### src/rtl/pfd_lock_pkg.sv
package pfd_lock_pkg;

  // Pair of correction pulses leaving the detector core.
  typedef struct packed {
    logic up;
    logic dn;
  } pfd_pulse_t;

endpackage

### src/rtl/pfd_edge_rise.sv
module pfd_edge_rise #(
  parameter int SYNC_STAGES = 1
) (
  input  logic clk,
  input  logic rst,
  input  logic sig_in,
  output logic rise
);
  // stg[SYNC_STAGES-1] is the newest sample, stg[SYNC_STAGES] the one before it.
  logic [SYNC_STAGES:0] stg;

  always_ff @(posedge clk) begin
    if (rst) stg <= '0;
    else     stg <= {stg[SYNC_STAGES-1:0], sig_in};
  end

  assign rise = stg[SYNC_STAGES-1] & ~stg[SYNC_STAGES];
endmodule

### src/rtl/pfd_core.sv
module pfd_core
  import pfd_lock_pkg::*;
(
  input  logic       clk,
  input  logic       rst,
  input  logic       ref_ev,
  input  logic       fb_ev,
  output pfd_pulse_t pulse
);
  always_ff @(posedge clk) begin
    if (rst) begin
      pulse <= '0;
    end else if (pulse.up && pulse.dn) begin
      // Shared clear: an edge landing in this cycle starts a fresh pulse.
      pulse.up <= ref_ev;
      pulse.dn <= fb_ev;
    end else begin
      pulse.up <= pulse.up | ref_ev;
      pulse.dn <= pulse.dn | fb_ev;
    end
  end
endmodule

### src/rtl/pfd_lock_watch.sv
module pfd_lock_watch #(
  parameter int WIDTH_W      = 8,
  parameter int LOCK_PERIODS = 16
) (
  input  logic               clk,
  input  logic               rst,
  input  logic               period_ev,
  input  logic               pulse_on,
  input  logic [WIDTH_W-1:0] width_limit,
  output logic               locked
);
  localparam int GW = $clog2(LOCK_PERIODS + 1);
  localparam logic [GW-1:0]      GOAL  = GW'(LOCK_PERIODS);
  localparam logic [WIDTH_W-1:0] W_MAX = '1;

  logic [WIDTH_W-1:0] wcnt;
  logic [WIDTH_W-1:0] total;
  logic [GW-1:0]      good;
  logic               armed;

  // Width so far, including the current cycle, saturating at the top.
  always_comb begin
    total = wcnt;
    if (pulse_on && (wcnt != W_MAX)) total = wcnt + WIDTH_W'(1);
  end

  always_ff @(posedge clk) begin
    if (rst) begin
      wcnt   <= '0;
      good   <= '0;
      armed  <= 1'b0;
      locked <= 1'b0;
    end else if (period_ev) begin
      wcnt  <= '0;
      armed <= 1'b1;
      if (armed) begin
        if (total <= width_limit) begin
          if (good != GOAL) good <= good + GW'(1);
          locked <= (good >= GOAL - GW'(1));
        end else begin
          good   <= '0;
          locked <= 1'b0;
        end
      end
    end else begin
      wcnt <= total;
    end
  end
endmodule

### src/rtl/pfd_lock_top.sv
module pfd_lock_top
  import pfd_lock_pkg::*;
#(
  parameter int WIDTH_W      = 8,
  parameter int LOCK_PERIODS = 16,
  parameter int SYNC_STAGES  = 1
) (
  input  logic               clk,
  input  logic               rst,
  input  logic               ref_in,
  input  logic               fb_in,
  input  logic               peer_locked,
  input  logic [WIDTH_W-1:0] width_limit,
  output logic               up,
  output logic               dn,
  output logic               locked,
  output logic               unlock_any
);
  logic       ref_rise, fb_rise, ref_half, ref_ev, lock_int;
  pfd_pulse_t pulse;

  pfd_edge_rise #(.SYNC_STAGES(SYNC_STAGES)) u_ref_edge (
    .clk(clk), .rst(rst), .sig_in(ref_in), .rise(ref_rise));

  pfd_edge_rise #(.SYNC_STAGES(SYNC_STAGES)) u_fb_edge (
    .clk(clk), .rst(rst), .sig_in(fb_in), .rise(fb_rise));

  // Divide-by-two of the reference: every other rising edge is compared.
  always_ff @(posedge clk) begin
    if (rst)           ref_half <= 1'b0;
    else if (ref_rise) ref_half <= ~ref_half;
  end
  assign ref_ev = ref_rise & ~ref_half;

  pfd_core u_core (
    .clk(clk), .rst(rst), .ref_ev(ref_ev), .fb_ev(fb_rise), .pulse(pulse));

  pfd_lock_watch #(.WIDTH_W(WIDTH_W), .LOCK_PERIODS(LOCK_PERIODS)) u_lock (
    .clk(clk), .rst(rst), .period_ev(ref_ev), .pulse_on(pulse.up | pulse.dn),
    .width_limit(width_limit), .locked(lock_int));

  always_ff @(posedge clk) begin
    if (rst) unlock_any <= 1'b1;
    else     unlock_any <= ~(lock_int & peer_locked);
  end

  assign up     = pulse.up;
  assign dn     = pulse.dn;
  assign locked = lock_int;
endmodule

### config.mk
export PLATFORM = sky130hd
export DESIGN_NAME = pfd_lock_top
export DESIGN_NICKNAME = d
export VERILOG_FILES = /design/src/rtl/pfd_lock_pkg.sv /design/src/rtl/pfd_edge_rise.sv /design/src/rtl/pfd_core.sv /design/src/rtl/pfd_lock_watch.sv /design/src/rtl/pfd_lock_top.sv
export SDC_FILE = /design/constraint.sdc
export NUM_CORES = 1
export LEC_CHECK = 0
export BUFFER_PORTS_ARGS = -buffer_cell sky130_fd_sc_hd__buf_4
export CORE_ASPECT_RATIO = 1.25
export CORE_MARGIN = 1.5
export CORE_UTILIZATION = 56
export CTS_BUF_LIST = sky130_fd_sc_hd__clkbuf_16
export CTS_CLUSTER_DIAMETER = 40
export DETAILED_ROUTE_END_ITERATION = 12
export MAX_ROUTING_LAYER = met4
export PLACE_DENSITY = 0.83
export SETUP_SLACK_MARGIN = 0.15
export SLEW_MARGIN = 20
export SYNTH_ARGS = -nofsm -noshare
export SYNTH_HDL_FRONTEND = slang
export SYNTH_SLANG_ARGS = --single-unit
### constraint.sdc
create_clock -name clk -period 3.3 [get_ports clk]
set_input_delay 0.66 -clock clk [delete_from_list [all_inputs] [get_ports clk]]
set_output_delay 0.66 -clock clk [all_outputs]
set_load 0.05 [all_outputs]
Yosys cells after proc, flatten, opt, wreduce, memory -nomap -nowiden
Index checks and enable logic that the tools add are counted.
{ "totals": {"regBits": 23, "mem_bits_rw": 0, "mem_bits_ro": 0, "n_memories": 0, "word_cells": 38, "latch_bits": 0, "input_bits": 13, "output_inout_bits": 4} }
{ "classes": {"n_mux": 5, "n_lt_le_gt_ge": 2, "div_mod_pow": 0, "n_addsub": 2, "multipliers": 0, "eq_ne": 3, "reduce_logical": 5, "bitwise": 11, "shifts": 0} }
{ "ops": {"columns": ["operator", "n"], "rows": [
  ["$mux W5", 2],
  ["$add A8 B1 Y8 const B", 1],
  ["$le A8 B8 Y1", 1],
  ["$mux W8", 1],
  ["$ne A8 B8 Y1 const B", 1],
  ["$add A5 B1 Y5 const B", 1],
  ["$ge A5 B4 Y1 const B", 1],
  ["$ne A5 B5 Y1 const B", 1],
  ["$and A1 B1 Y1", 4],
  ["$not A1 Y1", 4],
  ["$or A1 B1 Y1", 3],
  ["$reduce_and A3 Y1", 1],
  ["$logic_and A1 B1 Y1", 2],
  ["$mux W2", 1],
  ["$ne A2 B2 Y1 const B", 1],
  ["$reduce_and A2 Y1", 1],
  ["$reduce_or A2 Y1", 1],
  ["$mux W1", 1]
]} }

Longest topological paths before layout
Gate-level depths: netlist of the first run.
{ "logic_depth": {"depth_word": 6, "ltp_mapped": 11, "ltp_nobuf": 11} }

Cells and area by module
From an unflattened synthesis of the first run, not the netlist that was laid out.
{ "hier_totals": {"hier_cells": 138, "hier_area_um2": 1273.7} }
{ "modules_own_cells": {"columns": ["module", "cells_each", "seq_area_each_um2", "instances", "area_each_um2"], "rows": [
  ["pfd_lock_watch", 113, 300.3, 1, 1006.0],
  ["pfd_edge_rise", 5, 40.0, 2, 61.3],
  ["pfd_lock_top", 7, 40.0, 1, 75.1],
  ["pfd_core", 8, 40.0, 1, 70.1]
]} }

Worst setup path after synthesis of the first run
Ideal clock, no wire load.
{ "synth_timing": {"kind": "register to register", "startpoint": "register u_core.pulse[1] (netlist name)", "endpoint": "register u_lock.good[0]", "setup_time_ns": 0.080, "synth_period_minus_slack_ns": 2.521, "required_ns": 3.220, "t_arrival_ns": 2.442, "path_slack_ns": 0.779, "stages_incl_launch_ff": 10, "n_path_buf": 0, "cell_sequence": "dfxtp_1 > o32a_4 > nand4_1 > xnor2_1 > ha_1 > nand4_1 > nand2b_1 > a21o_1 > a21o_1 > a211oi_2"} }
{ "synth_between": {"elab_chain_cells": 6, "word_cells_on_any_way": 7, "classes_between": "order compare (1); eq/ne (1); mux (2); bitwise (1); reduce/logical (2)"} }
{ "synth_rtl": {"columns": ["element", "line", "source"], "rows": [
  ["$or A1 B1 Y1 (*)", "pfd_lock_top.sv:39", ".clk(clk), .rst(rst), .period_ev(ref_ev), .pulse_on(pulse.up | pulse.dn),"],
  ["$logic_and A1 B1 Y1 (*)", "pfd_lock_watch.sv:24", "if (pulse_on && (wcnt != W_MAX)) total = wcnt + WIDTH_W'(1);"],
  ["$mux W8 (*)", "pfd_lock_watch.sv:24", null],
  ["via u_lock.total[7]", "pfd_lock_watch.sv:17", "logic [WIDTH_W-1:0] total;"],
  ["$le A8 B8 Y1 (*)", "pfd_lock_watch.sv:37", "if (total <= width_limit) begin"],
  ["$ne A2 B2 Y1 (no line)", null, null],
  ["$reduce_and A3 Y1 (no line)", null, null],
  ["end signal, assigned", "pfd_lock_watch.sv:38", "if (good != GOAL) good <= good + GW'(1);"],
  ["end, declared", "pfd_lock_watch.sv:18", "logic [GW-1:0] good;"]
]} }
Mark *: on every way through the listed nets, which the timed path passes. The rest lies on a longest branch.
A chain may end at the register's enable or synchronous reset.

Worst setup path in the final report of the first run
{ "layout_timing": {"startpoint": "register u_lock.wcnt[0]", "endpoint": "register u_lock.good[1]"} }
{ "layout_between": {"elab_chain_cells": 6, "word_cells_on_any_way": 8, "classes_between": "add/sub (1); order compare (1); eq/ne (2); mux (2); reduce/logical (2)"} }
{ "layout_rtl": {"columns": ["element", "line", "source"], "rows": [
  ["start, declared", "pfd_lock_watch.sv:16", "logic [WIDTH_W-1:0] wcnt;"],
  ["start signal, assigned", "pfd_lock_watch.sv:46", "wcnt <= total;"],
  ["branches (longest 2 deep; another with $add A8 B1 Y8)", null, null],
  ["$mux W8 (*)", "pfd_lock_watch.sv:24", null],
  ["via u_lock.total[7]", "pfd_lock_watch.sv:17", null],
  ["$le A8 B8 Y1 (*)", "pfd_lock_watch.sv:37", null],
  ["$ne A2 B2 Y1 (no line)", null, null],
  ["$reduce_and A3 Y1 (no line)", null, null]
]} }
Mark *: on every way through the listed nets, which the timed path passes.

==> results of run 1 <==
worst paths after layout:
| check | from | end | slack, ns | cells after the start |
|---|---|---|---|---|
| setup / recovery | u_lock.wcnt[0] | u_lock.good[1] | 0.52 | 11 |
| hold / removal | u_lock.locked | unlock_any | 0.43 | 1 |
| setup reg to reg | u_lock.wcnt[0] | u_lock.good[1] | 0.52 | 11 |
| hold reg to reg | u_lock.locked | unlock_any | 0.43 | 1 |
per-layer routing:
| metal | GRT usage, % | routed length [um] | part of all wire (%) |
|---|---|---|---|
| met5 | - | 0 | 0 |
| met1 | 26.39 | 1090 | 42 |
| met2 | 41.27 | 1395 | 54 |
| met4 | 8.571 | 39 | 1.5 |
| met3 | 2.848 | 63 | 2.4 |
worst reg2reg max path, delay by kind of cell (launching register included):
kind,cells,cell delay [ns]
xor+xnor,1,0.12
flops,1,0.38
compound gates,3,0.83
simple gates,4,0.64
fa+ha+maj,2,0.53
mux,1,0.21
sequential cells by signal, indices dropped and copies added, names as in the netlist, 2 cells and up:
name / flops
u_core.pulse: 2
u_fb_edge.stg: 2
u_lock.good: 5
u_lock.wcnt: 8
u_ref_edge.stg: 2
per-stage QoR:
| step | setup slack [ns] | hold slack (ns) |
|---|---|---|
| finish | 0.5162 | 0.4292 |
| floorplan | 0.7787 | 0.4160 |
| global route | 0.2774 | 0.4475 |
| global placement | 0.7004 | 0.4136 |
| CTS | 0.5226 | 0.4349 |
| detailed placement | 0.5437 | 0.4170 |
placed cells by master, fill, tap and decap left out, types with 2 or more instances in the layout:
master	n
dfxtp_1	23
buf_4	16
nand2_1	13
nor2_1	13
inv_1	13
ha_1	12
nor2b_1	11
a21oi_1	6
nand4_1	5
nand3_1	4
xnor2_1	4
xor2_1	3
clkbuf_16	3
nor3_1	2
o21ai_0	2
o211ai_1	2
or2b_2	2
a21o_1	2
mux2i_1	2
layout make-up:
class | instances | area [um2] | share of cell area (%)
Tap cell | 31 | 38.79 | 2.500
Sequential cell | 23 | 460.4 | 29.68
Timing Repair Buffer | 16 | 120.1 | 7.742
Clock buffer | 3 | 75.07 | 4.839
Multi-Input combinational cell | 106 | 803.3 | 51.77
Clock inverter | 1 | 5.005 | 0.3226
Inverter | 13 | 48.80 | 3.145
power by group through the flow:
| stage | registers [mW] | clock network (mW) | logic (mW) |
|---|---|---|---|
| global placement | 0.305 | 0 | 0.0729 |
| CTS | 0.301 | 0.263 | 0.0781 |
| finish | 0.301 | 0.258 | 0.0777 |
| floorplan | 0.310 | 0 | 0.0474 |
| detailed placement | 0.307 | 0 | 0.0775 |
| global route | 0.302 | 0.275 | 0.0875 |
cell families (layout without fill, tap and decap cells):
group           Yosys count  in the layout  share of synthesized area (%)
xor+xnor                  7              7                          4.645
fa+ha+maj                12             12                          11.37
compound gates           21             21                          14.22
buf+inv                  15             33                          4.266
simple gates             64             64                          29.10
mux                       2              2                          1.517
flops                    23             23                          34.88
==> impl_metrics.tcl, run 1 <==
set metrics [dict create \
    sw_frac_of_total_pct 23.24 \
    synth_area_leaders "dfxtp_1 35%, ha_1 11%, nor2b_1 5.2%" \
    drtIter0Drc 15 \
    synth_top_area_share_pct 34.88 \
    setup_tns_ns 0 \
    post_route_cells_drive_above_1_share_pct 21.60 \
    tightest_slew_ns 0.3583 \
    die_area_mm2 0.002659 \
    grt_pass1_wl_um 4498 \
    core-area_mm2 0.002211 \
    critPathTopFamily "compound AO/OA/AOI/OAI gates" \
    hold_path.class "reg2reg" \
    worst_path_max_delay_cell "o32a_4" \
    utilization_pct 70.18 \
    row_count 19 \
    ys_types 41 \
    async_flop_share_pct 0 \
    post_cts_buffers 0 \
    synthCells 144 \
    seq_power_share_pct 47.3 \
    report.final.slew_viol_count 0 \
    power_density_mw_per_mm2 410.3 \
    grt_use_total_pct 23.65 \
    wirelength_um 2589 \
    grt_max_degree 19 \
    cts_tree "built" \
    power_frac_comb_pct 12.2 \
    clockPowerShare_pct 40.5 \
    leakage_nw 0.6564 \
    fin_cells 193 \
    finalPower_mw 0.6365 \
    synth_top_area_cell "dfxtp_1" \
    place_congestion 0.8039 \
    required_ns 3.48 \
    design_area_mm2 0.001551 \
    crit_buf_inv 0 \
    hold_viol 0 \
    dpl_cell_area_mm2 0.001471 \
    crit_fanout 5 \
    fmax_mhz 359.2 \
    n_fill_cell 173 \
    p_int_mw 0.4886 \
    antennaDiodeCount 0 \
    die_w_um 46.43 \
    cts_hold_buffers 0 \
    status "completed" \
    antenna_left 0 \
    skew_ns 0.003653 \
    final-setup-viol-count 0 \
    cts_made_buffers 3 \
    worst_setup_path_end_kind "flip-flop" \
    grt_overflow 0 \
    ios 17 \
    period_needed_ns 2.784 \
    drtPass1Iterations 4 \
    vias 1064 \
    area_growth_pct 17.54 \
    clkTransAtPathRegs_ns 0.06 \
    max-cap-violations 0 \
    cts_resized 0 \
    cts-root-buf "clkbuf_16" \
    drt-vias-per-instance 5.513 \
    drcViolationCount 0 \
    cts.sinks 23 \
    nets 188 \
    ys_ff_latch 23 \
    synth.net_count 169 \
    dp_hpwl_um 2034 \
    rsz0062_at_grt "false" \
    slew_headroom_pct 76.01 \
    cts-htree-levels 1 \
    yosysWarnings 0 \
    antenna_found_initial 0 \
    port_buffers 16 \
    place_inst 189 \
    crit_chain "ha_1 -> nand3_2 -> o32a_4 -> nand4_1 -> xnor2_1 -> ha_1 -> nand4_1 -> nand2b_1 -> a21o_1 -> a21oi_2 -> mux2i_1" \
    clk_path_buf_depth 2 \
    clock_latency_ns 0.25 \
    synth-edff-count 0 \
    first_global_vias 1059 \
    ir_drop_mv 0.3852 \
    netlist_area_mm2 0.001320 \
    arrival_ns 2.96 \
    start_util_pct 59.71 \
    avgSynthCellArea_um2 9.167 \
    critPathMaxStageDelay_ns 0.43 \
    die_h_um 57.28 \
    crit_path_start_kind "flip-flop" \
    synth_flop_cell "dfxtp_1" \
    timing.final.crit_share_pct 84.36 \
    wl_per_cell_um 13.41 \
    crit_type "reg2reg" \
    post-synth-top-count-cell "dfxtp_1" \
    yosysSeqAreaShare_pct 34.88 \
    switching_power_mw 0.1479 \
    synth_common_cells "23 x dfxtp_1, 13 x inv_1, 13 x nand2_1, 13 x nor2_1, 12 x ha_1" \
]
(Power assumes the default switching activity.)
==> run 2: changes to the inputs <==
- clock period: 3.3 -> 2.8 ns (I/O delays scaled with it)
==> impl_metrics.tcl, run 2 (synthesis results as in run 1) <==
set metrics [dict create \
    rrSetupSlack_ns 0.18 \
    dp_hpwl_um 2034 \
    post_route_cells_drive_above_1_share_pct 30.77 \
    required_ns 2.98 \
    drcViolationCount 0 \
    hold_path.class "reg2reg" \
    start_util_pct 59.71 \
    hold_viol 0 \
    timing.final.crit_share_pct 93.53 \
    grt_use_total_pct 24.22 \
    vias 1099 \
    fmax_mhz 381.9 \
    tightest_slew_ns 0.3416 \
    finalPower_mw 0.7684 \
    seqCellArea_um2 465.4 \
    layout_common_cells "23 x buf_4, 21 x dfxtp_1, 13 x nor2_1, 13 x inv_1, 12 x nand2_1" \
    crit_fanout 5 \
    drt-vias-per-instance 5.495 \
    report.final.slew_viol_count 0 \
    crit_chain "ha_4 -> nand3_4 -> o32a_4 -> nand4_1 -> xnor2_2 -> ha_1 -> nand4_1 -> nand2b_4 -> a21o_1 -> a21oi_2 -> mux2i_1" \
    clkTransAtPathRegs_ns 0.06 \
    row_count 19 \
    ios 17 \
    path_common_cell "nand4_1" \
    r2r_end "u_lock.good[1]" \
    clk_path_buf_depth 2 \
    die_h_um 57.28 \
    arrival_ns 2.80 \
    grt_overflow 0 \
    crit_path_start "u_lock.wcnt[1]" \
    crit_path_start_kind "flip-flop" \
    antenna_found_initial 0 \
    wirelength_um 2817 \
    dp_slack_ns 0.04370 \
    clock_latency_ns 0.25 \
    antenna_left 0 \
    die_w_um 46.43 \
    dpl_cell_area_mm2 0.001471 \
    area_growth_pct 27.68 \
    crit_type "reg2reg" \
    worst_path_max_delay_cell "o32a_4" \
    period_needed_ns 2.619 \
    hold-path-endpoint "u_fb_edge.stg[1]" \
    largest_register "u_lock.wcnt" \
    final_common_cell "buf_4" \
    cts_made_buffers 3 \
    grt_pass1_wl_um 4609 \
    cts-root-buf "clkbuf_16" \
    drtIter0Drc 27 \
    grt_max_degree 19 \
    holdPathStages 2 \
    reg2reg_depth 11 \
    r2r-start "u_lock.wcnt[1]" \
    hp-start "u_fb_edge.stg[0]" \
    skew_ns 0.002493 \
    first_global_vias 1122 \
    postLayoutSetupSlackWorst_ns 0.1812 \
    nets 195 \
    rsz0062_at_grt "true" \
    slew_headroom_pct 77.22 \
    largest_reg_flops 8 \
    die_area_mm2 0.002659 \
    multi_input_comb_area_um2 879.6 \
    setup_tns_ns 0 \
    final-setup-viol-count 0 \
    cts.sinks 23 \
    cts_tree "built" \
    n_fill_cell 151 \
    power_density_mw_per_mm2 455.9 \
    cts-htree-levels 1 \
    reg.largest.list "u_lock.wcnt (8), u_lock.good (5)" \
    max-cap-violations 0 \
    wl_per_cell_um 14.09 \
    worst_setup_path_end_kind "flip-flop" \
    port_buffers 16 \
    ir_drop_mv 0.4533 \
    antennaDiodeCount 0 \
    status "completed" \
    drtPass1Iterations 4 \
    design_area_mm2 0.001685 \
    place_congestion 0.8039 \
    utilization_pct 76.23 \
    leakage_nw 0.7119 \
    critPathMaxStageDelay_ns 0.40 \
    cts_hold_buffers 0 \
    core-area_mm2 0.002211 \
]
run 2: cell count changes in the layout (fill, tap and decap cells not counted), moves of 2 or more:
| cell | before | now |
|---|---|---|
| buf_4 | 16 | 23 |
| dfxtp_1 | 23 | 21 |
| ha_1 | 12 | 10 |
| xnor2_1 | 4 | 2 |
| xnor2_2 | 0 | 2 |
run 2: layer usage:
layer | vias up | GRT usage (%) | wire, um
li1 | 550 | - | -
met1 | 523 | 25.79 | 1141
met2 | 20 | 43.06 | 1579
met3 | 6 | 3.165 | 58
met4 | 0 | 9.388 | 38
met5 | - | - | 0
run 2: layout make-up:
cell class,count,area share [%]
clock buffer,3,4.454
clock inverter,1,0.2970
inverter,13,2.895
multi-input combinational,106,52.19
sequential,23,27.62
tap,31,2.301
timing repair buffer,23,10.24
run 2: worst max-delay path by stage:
stage,end,cells past startpoint
global placement,u_lock.good[0],11
global route,u_lock.good[1],11
CTS,u_lock.good[1],11
detailed placement,u_lock.good[1],11
floorplan,u_lock.good[0],9
finish,u_lock.good[1],11
run 2: power by group:
| part | leakage (nW) | total (mW) | switching, mW | internal (mW) |
|---|---|---|---|---|
| sequential | 0.189 | 0.356 | 0.0157 | 0.340 |
| combinational | 0.482 | 0.110 | 0.0534 | 0.0563 |
| clock | 0.0409 | 0.303 | 0.111 | 0.192 |
run 2: metrics by stage:
stage	std cells	hold WS, ns
final	200	0.4376
after global routing	200	0.4573
after CTS	197	0.4349
after detailed placement	189	0.4170
after global placement	189	0.4136
after floorplan	144	0.4160
run 2: critical path: cells and delay by family, from the launching register on:
family | cells | cell delay [ns]
AO/OA/AOI/OAI | 3 | 0.79
XOR/XNOR | 1 | 0.10
adder cells (fa/ha/maj) | 2 | 0.49
flip-flops | 1 | 0.36
multiplexers | 1 | 0.21
AND/OR/NAND/NOR | 4 | 0.60
run 2: what timing repair did:
item,4_1_cts,5_1_grt
pin swaps,7,9
setup buffers,4,3
resized for setup,6,10
endpoints found under the hold margin,0,0
setup endpoints to repair,6,6
